[src/rtl/etu_pkg.sv]
// Shared constants for the embedded timer unit: register selects and the
// bit positions of the control and status fields. Assumes 32-bit registers.
package etu_pkg;

    typedef enum logic [1:0] {
        SEL_CTRL = 2'd0,
        SEL_STAT = 2'd1,
        SEL_IVAL = 2'd2,
        SEL_NONE = 2'd3
    } reg_sel_e;

    localparam int REG_W = 32;

    // Control field positions
    localparam int CT_WSEL_LO = 30;  // watchdog period select [31:30]
    localparam int CT_WRST_LO = 28;  // watchdog reset kind [29:28]
    localparam int CT_WIE     = 27;  // watchdog interrupt enable
    localparam int CT_IIE     = 26;  // interval interrupt / run enable
    localparam int CT_FSEL_LO = 24;  // periodic period select [25:24]
    localparam int CT_FIE     = 23;  // periodic interrupt enable
    localparam int CT_ARE     = 22;  // interval auto-reload enable

    // Status field positions
    localparam int ST_WNEXT   = 31;  // watchdog armed
    localparam int ST_WIRQ    = 30;  // watchdog interrupt stage
    localparam int ST_WRST_LO = 28;  // latched reset kind [29:28]
    localparam int ST_IVAL    = 27;  // interval expired
    localparam int ST_FIX     = 26;  // periodic fired

    localparam logic [REG_W-1:0] CTRL_MASK = 32'hFFC0_0000;
    localparam logic [REG_W-1:0] W1C_MASK  = 32'hCC00_0000;

    typedef enum logic [1:0] {
        RK_NONE   = 2'd0,
        RK_CORE   = 2'd1,
        RK_CHIP   = 2'd2,
        RK_SYSTEM = 2'd3
    } reset_kind_e;

endpackage

[src/rtl/etu_prescaler.sv]
// Free-running tick counter shared by the periodic timer and the watchdog.
// Each produces a one-cycle fire strobe on the tick that completes a period
// of 2^(EXP0 + sel*EXP_STEP) ticks. Assumes the tick is a single-cycle enable.
module etu_prescaler #(
    parameter int FIXED_EXP0 = 9,
    parameter int WDOG_EXP0  = 17,
    parameter int EXP_STEP   = 4
) (
    input  logic       clk,
    input  logic       rst_n,
    input  logic       tick,
    input  logic [1:0] fix_sel,
    input  logic [1:0] wdog_sel,
    output logic       fix_fire,
    output logic       wdog_fire
);
    localparam int MAX_EXP0 = (FIXED_EXP0 > WDOG_EXP0) ? FIXED_EXP0 : WDOG_EXP0;
    localparam int FREE_W   = MAX_EXP0 + 3 * EXP_STEP;
    localparam int N_SEL    = 4;

    logic [FREE_W-1:0] free_q;
    logic [FREE_W-1:0] fix_mask  [N_SEL];
    logic [FREE_W-1:0] wdog_mask [N_SEL];

    // One low-bit mask per period select, for both timers
    for (genvar g = 0; g < N_SEL; g++) begin : g_mask
        assign fix_mask[g]  = {FREE_W{1'b1}} >> (FREE_W - (FIXED_EXP0 + g * EXP_STEP));
        assign wdog_mask[g] = {FREE_W{1'b1}} >> (FREE_W - (WDOG_EXP0 + g * EXP_STEP));
    end

    // Count ticks since reset
    always_ff @(posedge clk) begin
        if (!rst_n) begin
            free_q <= '0;
        end else if (tick) begin
            free_q <= free_q + FREE_W'(1);
        end
    end

    // Fire when the selected low bits are about to roll over
    always_comb begin
        fix_fire  = tick && ((free_q & fix_mask[fix_sel]) == fix_mask[fix_sel]);
        wdog_fire = tick && ((free_q & wdog_mask[wdog_sel]) == wdog_mask[wdog_sel]);
    end

endmodule

[src/rtl/etu_interval.sv]
// Interval down-counter with reload. A load sets reload and count and arms
// the counter. It runs only while enabled and the reload value exceeds 1.
// The expire strobe is combinational and lands on the tick that finds the
// count at 1. Assumes IVAL_W <= 32.
module etu_interval #(
    parameter int IVAL_W = 32
) (
    input  logic              clk,
    input  logic              rst_n,
    input  logic              tick,
    input  logic              load,
    input  logic [IVAL_W-1:0] load_val,
    input  logic              run_en,
    input  logic              auto_reload,
    output logic [IVAL_W-1:0] count,
    output logic              expire
);
    logic [IVAL_W-1:0] reload_q;
    logic [IVAL_W-1:0] cnt_q;
    logic              armed_q;
    logic              running;

    // Running condition and expiry strobe
    always_comb begin
        running = armed_q && run_en && (reload_q > IVAL_W'(1));
        expire  = tick && running && (cnt_q == IVAL_W'(1));
        count   = cnt_q;
    end

    // Load, count down, reload or stop
    always_ff @(posedge clk) begin
        if (!rst_n) begin
            reload_q <= '0;
            cnt_q    <= '0;
            armed_q  <= 1'b0;
        end else if (load) begin
            reload_q <= load_val;
            cnt_q    <= load_val;
            armed_q  <= 1'b1;
        end else if (tick && running) begin
            if (cnt_q == IVAL_W'(1)) begin
                if (auto_reload) begin
                    cnt_q <= reload_q;
                end else begin
                    cnt_q   <= '0;
                    armed_q <= 1'b0;
                end
            end else begin
                cnt_q <= cnt_q - IVAL_W'(1);
            end
        end
    end

endmodule

[src/rtl/etu_watchdog.sv]
// Watchdog stage decoder. On each expiry it reports which status stage to
// set from the current status bits. On the final stage it issues a
// registered one-cycle reset-request pulse of the selected kind.
module etu_watchdog
    import etu_pkg::*;
(
    input  logic       clk,
    input  logic       rst_n,
    input  logic       fire,
    input  logic       st_next,
    input  logic       st_irq,
    input  logic [1:0] kind,
    output logic       set_next,
    output logic       set_irq,
    output logic       final_hit,
    output logic       req_core,
    output logic       req_chip,
    output logic       req_system
);
    reset_kind_e kind_e;

    // Stage decode for the current expiry
    always_comb begin
        kind_e    = reset_kind_e'(kind);
        set_next  = fire && !st_next;
        set_irq   = fire && st_next && !st_irq;
        final_hit = fire && st_next && st_irq;
    end

    // Reset-request pulses, high for the cycle after the final expiry
    always_ff @(posedge clk) begin
        if (!rst_n) begin
            req_core   <= 1'b0;
            req_chip   <= 1'b0;
            req_system <= 1'b0;
        end else begin
            req_core   <= final_hit && (kind_e == RK_CORE);
            req_chip   <= final_hit && (kind_e == RK_CHIP);
            req_system <= final_hit && (kind_e == RK_SYSTEM);
        end
    end

endmodule

[src/rtl/embedded_timer_unit.sv]
// Embedded timer unit top: holds the shared control and status registers.
// It connects the prescaler, the interval timer and the watchdog decoder,
// and drives the interrupt levels and the read port. Assumes single-cycle
// writes and a tick enable from the time base.
module embedded_timer_unit
    import etu_pkg::*;
#(
    parameter int FIXED_EXP0 = 9,
    parameter int WDOG_EXP0  = 17,
    parameter int EXP_STEP   = 4,
    parameter int IVAL_W     = 32
) (
    input  logic        clk,
    input  logic        rst_n,
    input  logic        tick,
    input  logic        wr_en,
    input  logic [1:0]  wr_sel,
    input  logic [31:0] wr_data,
    input  logic [1:0]  rd_sel,
    output logic [31:0] rd_data,
    output logic        irq_interval,
    output logic        irq_fixed,
    output logic        irq_watchdog,
    output logic        rst_req_core,
    output logic        rst_req_chip,
    output logic        rst_req_system
);
    logic [REG_W-1:0]  ctrl_q;
    logic [REG_W-1:0]  stat_q;
    logic [REG_W-1:0]  stat_d;
    logic [IVAL_W-1:0] ival_count;
    logic              ival_load;
    logic              ival_expire;
    logic              fix_fire;
    logic              wdog_fire;
    logic              wd_set_next;
    logic              wd_set_irq;
    logic              wd_final;
    reg_sel_e          wsel;
    reg_sel_e          rsel;

    assign wsel      = reg_sel_e'(wr_sel);
    assign rsel      = reg_sel_e'(rd_sel);
    assign ival_load = wr_en && (wsel == SEL_IVAL);

    etu_prescaler #(
        .FIXED_EXP0 (FIXED_EXP0),
        .WDOG_EXP0  (WDOG_EXP0),
        .EXP_STEP   (EXP_STEP)
    ) u_prescaler (
        .clk       (clk),
        .rst_n     (rst_n),
        .tick      (tick),
        .fix_sel   (ctrl_q[CT_FSEL_LO +: 2]),
        .wdog_sel  (ctrl_q[CT_WSEL_LO +: 2]),
        .fix_fire  (fix_fire),
        .wdog_fire (wdog_fire)
    );

    etu_interval #(
        .IVAL_W (IVAL_W)
    ) u_interval (
        .clk         (clk),
        .rst_n       (rst_n),
        .tick        (tick),
        .load        (ival_load),
        .load_val    (wr_data[IVAL_W-1:0]),
        .run_en      (ctrl_q[CT_IIE]),
        .auto_reload (ctrl_q[CT_ARE]),
        .count       (ival_count),
        .expire      (ival_expire)
    );

    etu_watchdog u_watchdog (
        .clk        (clk),
        .rst_n      (rst_n),
        .fire       (wdog_fire),
        .st_next    (stat_q[ST_WNEXT]),
        .st_irq     (stat_q[ST_WIRQ]),
        .kind       (ctrl_q[CT_WRST_LO +: 2]),
        .set_next   (wd_set_next),
        .set_irq    (wd_set_irq),
        .final_hit  (wd_final),
        .req_core   (rst_req_core),
        .req_chip   (rst_req_chip),
        .req_system (rst_req_system)
    );

    // Control register: only the defined fields are stored
    always_ff @(posedge clk) begin
        if (!rst_n) begin
            ctrl_q <= '0;
        end else if (wr_en && (wsel == SEL_CTRL)) begin
            ctrl_q <= wr_data & CTRL_MASK;
        end
    end

    // Next status: write-one-to-clear first, then events set bits
    always_comb begin
        stat_d = stat_q;
        if (wr_en && (wsel == SEL_STAT)) begin
            stat_d = stat_d & ~(wr_data & W1C_MASK);
        end
        if (ival_expire) stat_d[ST_IVAL]  = 1'b1;
        if (fix_fire)    stat_d[ST_FIX]   = 1'b1;
        if (wd_set_next) stat_d[ST_WNEXT] = 1'b1;
        if (wd_set_irq)  stat_d[ST_WIRQ]  = 1'b1;
        if (wd_final && (stat_q[ST_WRST_LO +: 2] == 2'b00)) begin
            stat_d[ST_WRST_LO +: 2] = ctrl_q[CT_WRST_LO +: 2];
        end
    end

    // Status register
    always_ff @(posedge clk) begin
        if (!rst_n) begin
            stat_q <= '0;
        end else begin
            stat_q <= stat_d;
        end
    end

    // Interrupt levels: status event gated by its enable
    always_comb begin
        irq_interval = stat_q[ST_IVAL] && ctrl_q[CT_IIE];
        irq_fixed    = stat_q[ST_FIX]  && ctrl_q[CT_FIE];
        irq_watchdog = stat_q[ST_WIRQ] && ctrl_q[CT_WIE];
    end

    // Combinational read mux
    always_comb begin
        unique case (rsel)
            SEL_CTRL: rd_data = ctrl_q;
            SEL_STAT: rd_data = stat_q;
            SEL_IVAL: rd_data = 32'(ival_count);
            default:  rd_data = '0;
        endcase
    end

endmodule

[config.mk]
export PLATFORM = sky130hd
export DESIGN_NAME = embedded_timer_unit
export DESIGN_NICKNAME = d
export VERILOG_FILES = /design/src/rtl/etu_pkg.sv /design/src/rtl/etu_prescaler.sv /design/src/rtl/etu_interval.sv /design/src/rtl/etu_watchdog.sv /design/src/rtl/embedded_timer_unit.sv
export SDC_FILE = /design/constraint.sdc
export NUM_CORES = 1
export LEC_CHECK = 0
export CORE_MARGIN = 3
export CORE_UTILIZATION = 50
export DETAILED_ROUTE_END_ITERATION = 12
export MAX_ROUTING_LAYER = met4
export PLACE_DENSITY_LB_ADDON = 0.2
export SLEW_MARGIN = 40
export SYNTH_ARGS = -nofsm -noshare
export SYNTH_HDL_FRONTEND = slang
export SYNTH_SLANG_ARGS = --single-unit
[constraint.sdc]
create_clock -name clk -period 2.8 [get_ports clk]
set_input_delay 0.56 -clock clk [delete_from_list [all_inputs] [get_ports clk]]
set_output_delay 0.56 -clock clk [all_outputs]
set_load 0.1 [all_outputs]
==> impl.org, run 1 <==
** Run status
- The flow ran to the end, and the final reports show no timing, DRC or antenna violations.

** Timing
- Static timing analysis puts the maximum clock frequency at 383 MHz.
- Number of hold-slack violations in the final timing report :: 0
- For the pin with the worst max-slew slack, the measured transition is 0.549 ns.
- Post-Route Hold Slack :: 0.467 ns
- Clock tree skew after final layout :: 0.00753 ns
- Setup repair after global routing left no endpoint under its margin.
- # setup viols final :: 0
- Fin crit share :: 93.3%
- Slew HR :: 63.2%
- For the final routed database, the setup TNS stands at 0 ns.
- The routed design could run at a clock period as short as 2.61 ns.
- Max-slew violation count :: 0

** Flow run
- Across the run, the number of max-cap violations was 0.

** Routing
- The first detailed-routing pass took 6 iterations.
- In the routed layout, each cell is associated on average with a via count of 6.21.
- Average wire length per cell after detail routing :: 18.2 um
- DRC Markers :: 0
- Routed Antenna Nets :: 0
- The final layout contains routed wiring with a total length of 18.7 mm.
- The detailed router finished its first iteration with 654 violations.
- Routed vias :: 6389

** Layout
- Ratio of cells with drive above 1 in the final layout :: 14.9%
- Net count reported at finish :: 916
- Syn-to-layout area delta :: 33.1%
- Total non-filler cell area in the finished layout :: 0.00797 mm^2
- Diodes inserted :: 0
- Counting the fill cells in the layout gives 951.

** Yosys
- The commonest cells after synthesis are nand2_1 (116), dfxtp_1 (113), nor2_1 (81), a21oi_1 (75), o21ai_0 (49).
- Fraction of registers with async set/reset :: 0%
- Most repeated cell in the gate-level netlist after synthesis :: nand2_1
- Dominant cells by area after synthesis :: dfxtp_1 (38%), nand2_1 (7.3%), a21oi_1 (6.3%), nor2_1 (5.1%), o21ai_0 (4.1%)
- Count of flip-flops with a built-in enable after synthesis :: 0
- Multiplexer fraction of the synthesized cell area :: 3.51%
- Combinational family with the most area after synthesis :: simple AND/OR/NAND/NOR gates
- The synthesized netlist devotes 29.3% of its cell area to simple gates.
- Post-synth cell types :: 60
- Flop and latch count out of synthesis :: 113
- Yosys printed 0 warnings.
- The synthesized netlist devotes 0.627% of its cell area to adder and majority cells.
- Mean area per synthesized cell :: 7.62 um^2
- Area share of the largest cell type after synthesis :: 37.8%
- Prevailing post-synth register cell :: dfxtp_1
- After technology mapping, the gate count stands at 786.
- The synthesized netlist devotes 20.6% of its cell area to compound gates.
- Cell type contributing the most total cell area after synthesis :: dfxtp_1
- The number of nets in the synthesized netlist is 829.
- The synthesized netlist devotes 4.24% of its cell area to XOR and XNOR gates.
- The cell area that synthesis handed to floorplanning was 0.00599 mm^2.
- Of the synthesized area, sequential elements account for 37.8%.

** Setup path
- Counting cells, the worst reg-to-reg path comes to 7.
- The critical path is of the reg2reg type.
- The worst register-to-register path begins at u_interval.count[25]$_SDFFE_PN0P_.
- Traced cell by cell, the critical path runs through or4_1, or4_1, nor4_4, buf_4, nor2_1, a311oi_1, o21ai_0.
- Maximum single-stage delay on the critical path :: 0.60 ns
- In this run the critical register-to-register path is captured at u_interval.count[1]$_SDFFE_PN0P_.
- Worst Path Required :: 3.10 ns
- Critical-path top delay cell :: or4_1
- Together, buffers and inverters on the worst path number 1.
- STA classifies the critical path endpoint as a flop.
- Most prevalent standard cell on the critical path :: or4_1
- Broken down by cell family, the worst path's largest delay share belongs to simple AND/OR/NAND/NOR gates.
- For the worst setup path, the data arrival time is 2.91 ns.
- Minimum setup slack among reg-to-reg paths :: 0.19 ns
- The worst setup path is launched from a flop.
- Along the worst path, the maximum fanout reaches 17.

** Floorplan
- Site Rows :: 39
- 78 I/O pins were placed.
- The initial utilization of the core area, before any placement, comes to 51.8%.
- Die width :: 115 um
- The floorplan step defined a die boundary enclosing 0.0133 mm^2.
- Measured along the y axis, the die boundary spans 115 um.
- Standard cell core area :: 0.0116 mm^2

** Clock tree
- After clock tree synthesis, the clock-pin slew on the worst setup and hold paths is 0.05 ns.
- Gates resized during post-CTS repair numbered 0.
- The clock passes through at most 2 buffers.
- Number of buffers created by CTS :: 17
- TritonCTS clock tree :: yes
- The tree is rooted in a clkbuf_16.
- The clock tree synthesis step divided the H-tree into 4 levels.
- Clock net sink count :: 113
- Clock latency of the later-clocked register in the worst-skew pair :: 0.42 ns
- After clock tree synthesis, the flow added hold-fix buffers numbering 0.
- In this run the post-CTS setup repair buffer count came out at 0.

** Min path
- The min-delay analysis places its worst path in the category reg2reg.
- Hold wc startpoint :: ctrl_q[29]$_SDFFE_PN0P_
- Counting instances, the worst hold path has a depth of 1.
- For hold timing, the worst endpoint is u_watchdog.req_core$_SDFF_PN0_.

** Power
- Psw :: 0.00126 W
- In this run the power density over the cells is 562 mW/mm^2.
- Sequential cells burn 38.6% of the power.
- Cell internal power was estimated by the tool at 0.00322 W.
- Switching part of the total power :: 28.2%
- The worst-case IR drop observed on VDD is 433 uV.
- Leak pwr :: 2.97 nW
- Part of the total power dissipated in combinational logic :: 16.6%
- Overall power consumption :: 0.00448 W
- The clock network is responsible for 44.7% of the overall power.

** Global routing
- Number of antenna violations at the first check in global routing :: 0
- The first global-routing pass estimated 30.3 mm of wire.
- After global routing the overflow that remains totals 0.
- Global routing consumed, over all layers together, 29.4% of the routing resources.
- The via count of the first global-routing pass was 6165.
- Entering global routing, the biggest net connects 55 pins.

** Place
- The congestion estimate from routability-driven global placement came to 0.980.
- Summed over all nets, the half-perimeter wirelength after detailed placement is 13.6 mm.
- Cell area after placement :: 0.00742 mm^2
- Quantity of I/O buffers inserted on ports :: 77
logic make-up (layout without fill, tap and decap cells):
| family | after synthesis | count (layout) |
|---|---|---|
| adders and majority gates | 3 | 3 |
| buffers and inverters | 62 | 162 |
| AOI/OAI and AO/OA | 198 | 198 |
| muxes | 21 | 21 |
| xor gates and xnor gates | 29 | 29 |
| DFF | 113 | 113 |
| and+or+nand+nor | 360 | 360 |
sequential cells by signal, summed over array words and instances, names as in the netlist:
name and cells:
u_prescaler.free_q 29, u_interval.armed_q 1, u_watchdog.req_chip 1, u_interval.count 32
u_watchdog.req_system 1, u_interval.reload_q 32, stat_q 6, u_watchdog.req_core 1
ctrl_q 10
worst max path at each step:
| stage | start | depth (start not counted) | end | slack [ns] |
|---|---|---|---|---|
| after global routing | u_interval.count[25]$_SDFFE_PN0P_ | 7 | u_interval.count[0]$_SDFFE_PN0P_ | 0.02 |
| after floorplan | rd_sel[1] | 3 | rd_data[26] | 0.25 |
| after detailed placement | tick | 7 | u_prescaler.free_q[27]$_SDFFE_PN0P_ | 0.15 |
| after CTS | u_interval.count[25]$_SDFFE_PN0P_ | 7 | u_interval.count[0]$_SDFFE_PN0P_ | 0.19 |
| final | u_interval.count[25]$_SDFFE_PN0P_ | 7 | u_interval.count[1]$_SDFFE_PN0P_ | 0.19 |
| after global placement | tick | 7 | u_prescaler.free_q[27]$_SDFFE_PN0P_ | 0.24 |
layer usage:
metal | track usage, % | up-vias | routed length (um)
li1 | - | 3002 | -
met1 | 36.9 | 3066 | 8080
met2 | 46.8 | 285 | 8920
met3 | 7.10 | 36 | 1380
met4 | 9.62 | 0 | 307
met5 | - | - | 0
power by group through the flow:
stage          combinational, W  sequential (W)  clock (W)
3_5_place_dp           0.000731         0.00176          0
3_3_place_gp           0.000720         0.00176          0
6_report               0.000745         0.00173    0.00200
4_1_cts                0.000736         0.00173    0.00203
5_1_grt                0.000802         0.00174    0.00210
2_1_floorplan          0.000462         0.00174          0
worst register-to-register path, delay by kind of cell, from the launching register on:
kind / cells / cell delay (ns)
buffers and inverters: 1 / 0.26
AO/OA/AOI/OAI: 2 / 0.36
flip-flops: 1 / 0.35
AND/OR/NAND/NOR: 4 / 1.52
area by class of cell:
type / instances / area, um^2 / area share [%]
inverters: 11 / 41.3 / 0.518
multi-input cells: 611 / 3530 / 44.3
well taps: 143 / 179 / 2.24
repair buffers: 119 / 1400 / 17.6
flip-flops and latches: 113 / 2260 / 28.4
clock inverters: 10 / 86.3 / 1.08
clock buffers: 22 / 464 / 5.82
through the flow:
step / cells / setup slack [ns] / utilization, %
5_1_grt: 1029 / 0.0164 / 68.9
3_3_place_gp: 997 / 0.236 / 64.2
4_1_cts: 1029 / 0.194 / 68.9
6_report: 1029 / 0.187 / 68.9
3_5_place_dp: 997 / 0.150 / 64.2
2_1_floorplan: 786 / 0.248 / -
placed cells by master (no fill, tap or decap), types with 10 or more instances in the layout:
master,Yosys,routed
clkdlybuf4s50_1,0,39
nor2_1,81,76
and2_1,29,29
or3_1,10,10
nand3_1,33,33
and3_1,14,14
xnor2_1,13,13
nor4_1,15,15
o21ai_0,49,43
inv_1,11,10
buf_4,0,47
buf_12,0,33
a31oi_1,10,10
mux2i_1,21,21
clkbuf_16,0,17
nand4_1,17,17
nor3_1,16,16
nand2_1,116,116
xor2_1,16,16
dfxtp_1,113,113
a21oi_1,75,75
(Power assumes the default switching activity.)
==> run 2: changes to the inputs <==
--- a/config.mk
+++ b/config.mk
@@ -5,8 +5,9 @@
 export SDC_FILE = /design/constraint.sdc
 export NUM_CORES = 1
 export LEC_CHECK = 0
+export CORE_ASPECT_RATIO = 0.75
 export CORE_MARGIN = 3
-export CORE_UTILIZATION = 50
+export CORE_UTILIZATION = 56
 export DETAILED_ROUTE_END_ITERATION = 12
 export MAX_ROUTING_LAYER = met4
 export PLACE_DENSITY_LB_ADDON = 0.2
==> run 2 against run 1 <==
  * Global-route usage rose by 4.9 points
  * Power rose by 1.1%
  * Via count rose by 2.1%
  * Clock power rose by 2%
  * Combinational power rose by 2%
  * Largest cell class unchanged
  * Maximum frequency fell by 0.97%
  * Cell area barely moved
  * Flip-flop and latch count did not move
  * Non-clock buffer count fell by 2
  * Sequential share of layout area barely moved
  * Critical path depth fell by 1
==> impl.org, run 2 (synthesis gave the netlist of run 1 again) <==
** Global routing
- First-pass GRT wire length :: 31.8 mm (+4.7%)
- Number of antenna violations at the first check in global routing :: 0 (unchanged)
- Pin count of the biggest net entering global routing :: 65 (+18%)
- GRT Total Usage :: 34.3% (+4.9 points)
- The via count of the first global-routing pass was 6240 (+1.2%).
- Leftover overflow at the end of global routing :: 0 (unchanged)

** Timing
- Fmax :: 379 MHz (-0.97%)
- Fin crit share :: 94.2% (+0.92 points)
- The number of hold-slack violations in the final timing report is 0 (unchanged).
- The actual transition at the worst max-transition pin is 0.571 ns (+0.0227 ns).
- The final-report max-slew violation count is 0 (unchanged).
- # setup viols final :: 0 (unchanged)
- RSZ-0062 raised after global routing :: no
- Clock tree skew after final layout :: 0.0134 ns (+0.00590 ns)
- The worst slew margin relative to its limit was 61.6% (-1.5 points).
- The worst path setup slack after routing came to 0.162 ns (-0.0256 ns).
- The total negative setup slack is 0 ns (unchanged).
- Final period demand of the worst path :: 2.64 ns (+0.0256 ns)

** Power
- The share of total power in sequential cells is 38.3% (-0.3 points).
- Overall power consumption :: 0.00453 W (+1.1%)
- The clock network power share was 44.9% (+0.2 points).
- Int Pwr :: 0.00320 W (-0.50%)
- Psw :: 0.00133 W (+5.3%)
- Total power divided by cell area :: 569 mW/mm^2 (+1.2%)
- Peak supply drop :: 538 uV (+24%)
- The net switching fraction of the power was 29.3% (+1.2 points).
- The standby leakage power came to 2.97 nW (-0.22%).
- Part of the total power dissipated in combinational logic :: 16.8% (+0.2 points)

** Setup path
- Cells along the critical path :: clkdlybuf4s50_1, buf_4, nor2b_1, nand2_1, o21ai_2, buf_12
- Critical path peak fanout :: 6 (-11)
- The number of cells on the worst reg-to-reg path came to 9 (+2).
- STA classifies the critical path startpoint as a primary input.
- Arrival time at the worst endpoint :: 2.08 ns (-0.83 ns)
- By startpoint and endpoint, the worst setup path is classified as in2out.
- The worst endpoint required time came to 2.24 ns (-0.86 ns).
- Worst R2R End :: u_interval.count[30]$_SDFFE_PN0P_
- The slowest stage of the critical path is the clkdlybuf4s50_1 cell.
- Worst reg2reg path startpoint :: u_interval.count[0]$_SDFFE_PN0P_
- Maximum single-stage delay on the critical path :: 0.44 ns (-0.16 ns)
- Minimum setup slack among reg-to-reg paths :: 0.25 ns (+0.06 ns)
- Crit end category :: output port

** Clock tree
- The insertion delay to the later sink of the worst-skew pair is 0.42 ns (about the same).
- Number of buffers created by CTS :: 17 (unchanged)
- Cts hold-fix bufs :: 0 (unchanged)
- The maximum count of clock buffers along a single path was 2 (unchanged).
- Root buffer selected by CTS :: clkbuf_16
- TritonCTS built the clock tree.
- Clock net sink count :: 113 (unchanged)
- The clock-pin slew on the worst setup and hold paths is 0.05 ns (about the same).
- The number of setup buffers added after CTS was 0 (unchanged).
- Level count of the clock H-tree :: 4 (unchanged)

** Routing
- The via density per instance came to 6.40 (+3.1%).
- Routed Antenna Nets :: 0 (unchanged)
- Pre-antenna DRT Iters :: 6 (unchanged)
- The total number of vias is 6524 (+2.1%).
- The count of unresolved DRC violations after routing came to 0 (unchanged).
- Final wirelength :: 19.7 mm (+5.5%)
- Number of violations reported at the end of detailed-routing iteration 0 :: 901 (+38%)
- The detail-routed net length per standard cell is 19.3 um (+6.5%).

** Place
- The final weighted congestion in routability-driven placement is 0.967 (-1.3%).
- Detailed-placement wirelength estimate :: 13.8 mm (+1.2%)
- Placement Setup Slack :: 0.218 ns (+0.0680 ns)
- The count of buffers from port buffering was 77 (unchanged).

** Floorplan
- The placeable core region was 0.0104 mm^2 (-10%).
- The x dimension of the die was 125 um (+8.6%).
- The I/O pin count is 78 (unchanged).
- Site Rows :: 32 (-18%)
- Die Y :: 95.5 um (-17%)
- The area enclosed by the die boundary was 0.0120 mm^2 (-10%).
- Effective utilization at floorplan :: 57.7% (+6.0 points)

** Run status
- Run status :: complete, no violations

** Layout
- Leading cell type in the layout, fill and taps excluded :: nand2_1
- Ratio of cells with drive above 1 in the final layout :: 14.9% (+0.051 points)
- In the layout the commonest cells are nand2_1 (116), dfxtp_1 (113), nor2_1 (76).
- The number of antenna diodes was 0 (unchanged).
- Syn-to-layout area delta :: 33.1% (about the same)
- Net count reported at finish :: 914 (-0.22%)

** Min path
- Cell count of the worst hold path :: 1 (unchanged)
- End point of the most critical hold path :: u_watchdog.req_core$_SDFF_PN0_
- Type of the tightest min-delay check :: reg2reg
- The worst hold path begins at ctrl_q[29]$_SDFFE_PN0P_.

** Flow run
- The number of maximum-capacitance constraint violations is 0 (unchanged).
[run 2: cell count changes in the layout (fill, tap and decap cells not counted)]
cell	change
clkinvlp_4	+1
or4_1	-1
clkinv_2	-2
or4_4	+1
clkbuf_8	-1
clkbuf_1	-2
buf_4	-3
inv_6	+3
buf_12	+1
[run 2: how the worst max path moves through the flow]
stage	start	to	cells after the start
after floorplan	rd_sel[1]	rd_data[26]	3
after global placement	rd_sel[1]	rd_data[27]	6
after detailed placement	rd_sel[1]	rd_data[31]	6
after CTS	rd_sel[1]	rd_data[31]	6
after global routing	u_interval.reload_q[10]$_SDFFE_PN0P_	u_interval.count[19]$_SDFFE_PN0P_	6
final	rd_sel[1]	rd_data[27]	6
[run 2: worst max-delay path, delay by kind of cell]
| kind | cells | cell delay, ns |
|---|---|---|
| simple gates | 2 | 0.57 |
| buf+inv | 3 | 0.83 |
| compound gates | 1 | 0.12 |
[run 2: repair_timing]
action | CTS | global route
setup endpoints to repair | 0 | 1
hold endpoints to repair | 0 | 0
gates resized for setup | 0 | 1
[run 2: final cells by class]
class                      count  area, um^2
fill                         762        2400
multi-input combinational    611        3540
tap                          136         170
sequential                   113        2260
clock buffer                  19         443
inverter                      11        41.3
timing repair buffer         117        1400
clock inverter                12         110
[run 2: power by group through the flow]
| stage | registers (W) | logic (W) | clock network, W |
|---|---|---|---|
| floorplan | 0.00174 | 0.000462 | 0 |
| CTS | 0.00173 | 0.000744 | 0.00205 |
| finish | 0.00173 | 0.000761 | 0.00204 |
| global placement | 0.00176 | 0.000726 | 0 |
| detailed placement | 0.00176 | 0.000737 | 0 |
| global route | 0.00174 | 0.000816 | 0.00213 |
[run 2: metrics by stage]
step                      util, %  std cells  hold slack, ns  area (um^2)
after global routing         76.8       1019           0.493         7970
after global placement       71.5        988           0.430         7410
after CTS                    76.8       1019           0.463         7960
after detailed placement     71.5        988           0.454         7410
final                        76.8       1019           0.459         7970
after floorplan                 -        786           0.413         6020
[run 2: metal layers]
metal	routed length [um]	share of wire (%)	up-vias	track usage, %
li1	-	-	3008	-
met1	8520	43	3074	45.8
met2	8680	44	394	49.6
met3	2090	11	48	8.68
met4	410	2.1	0	14.5
met5	0	0	-	-
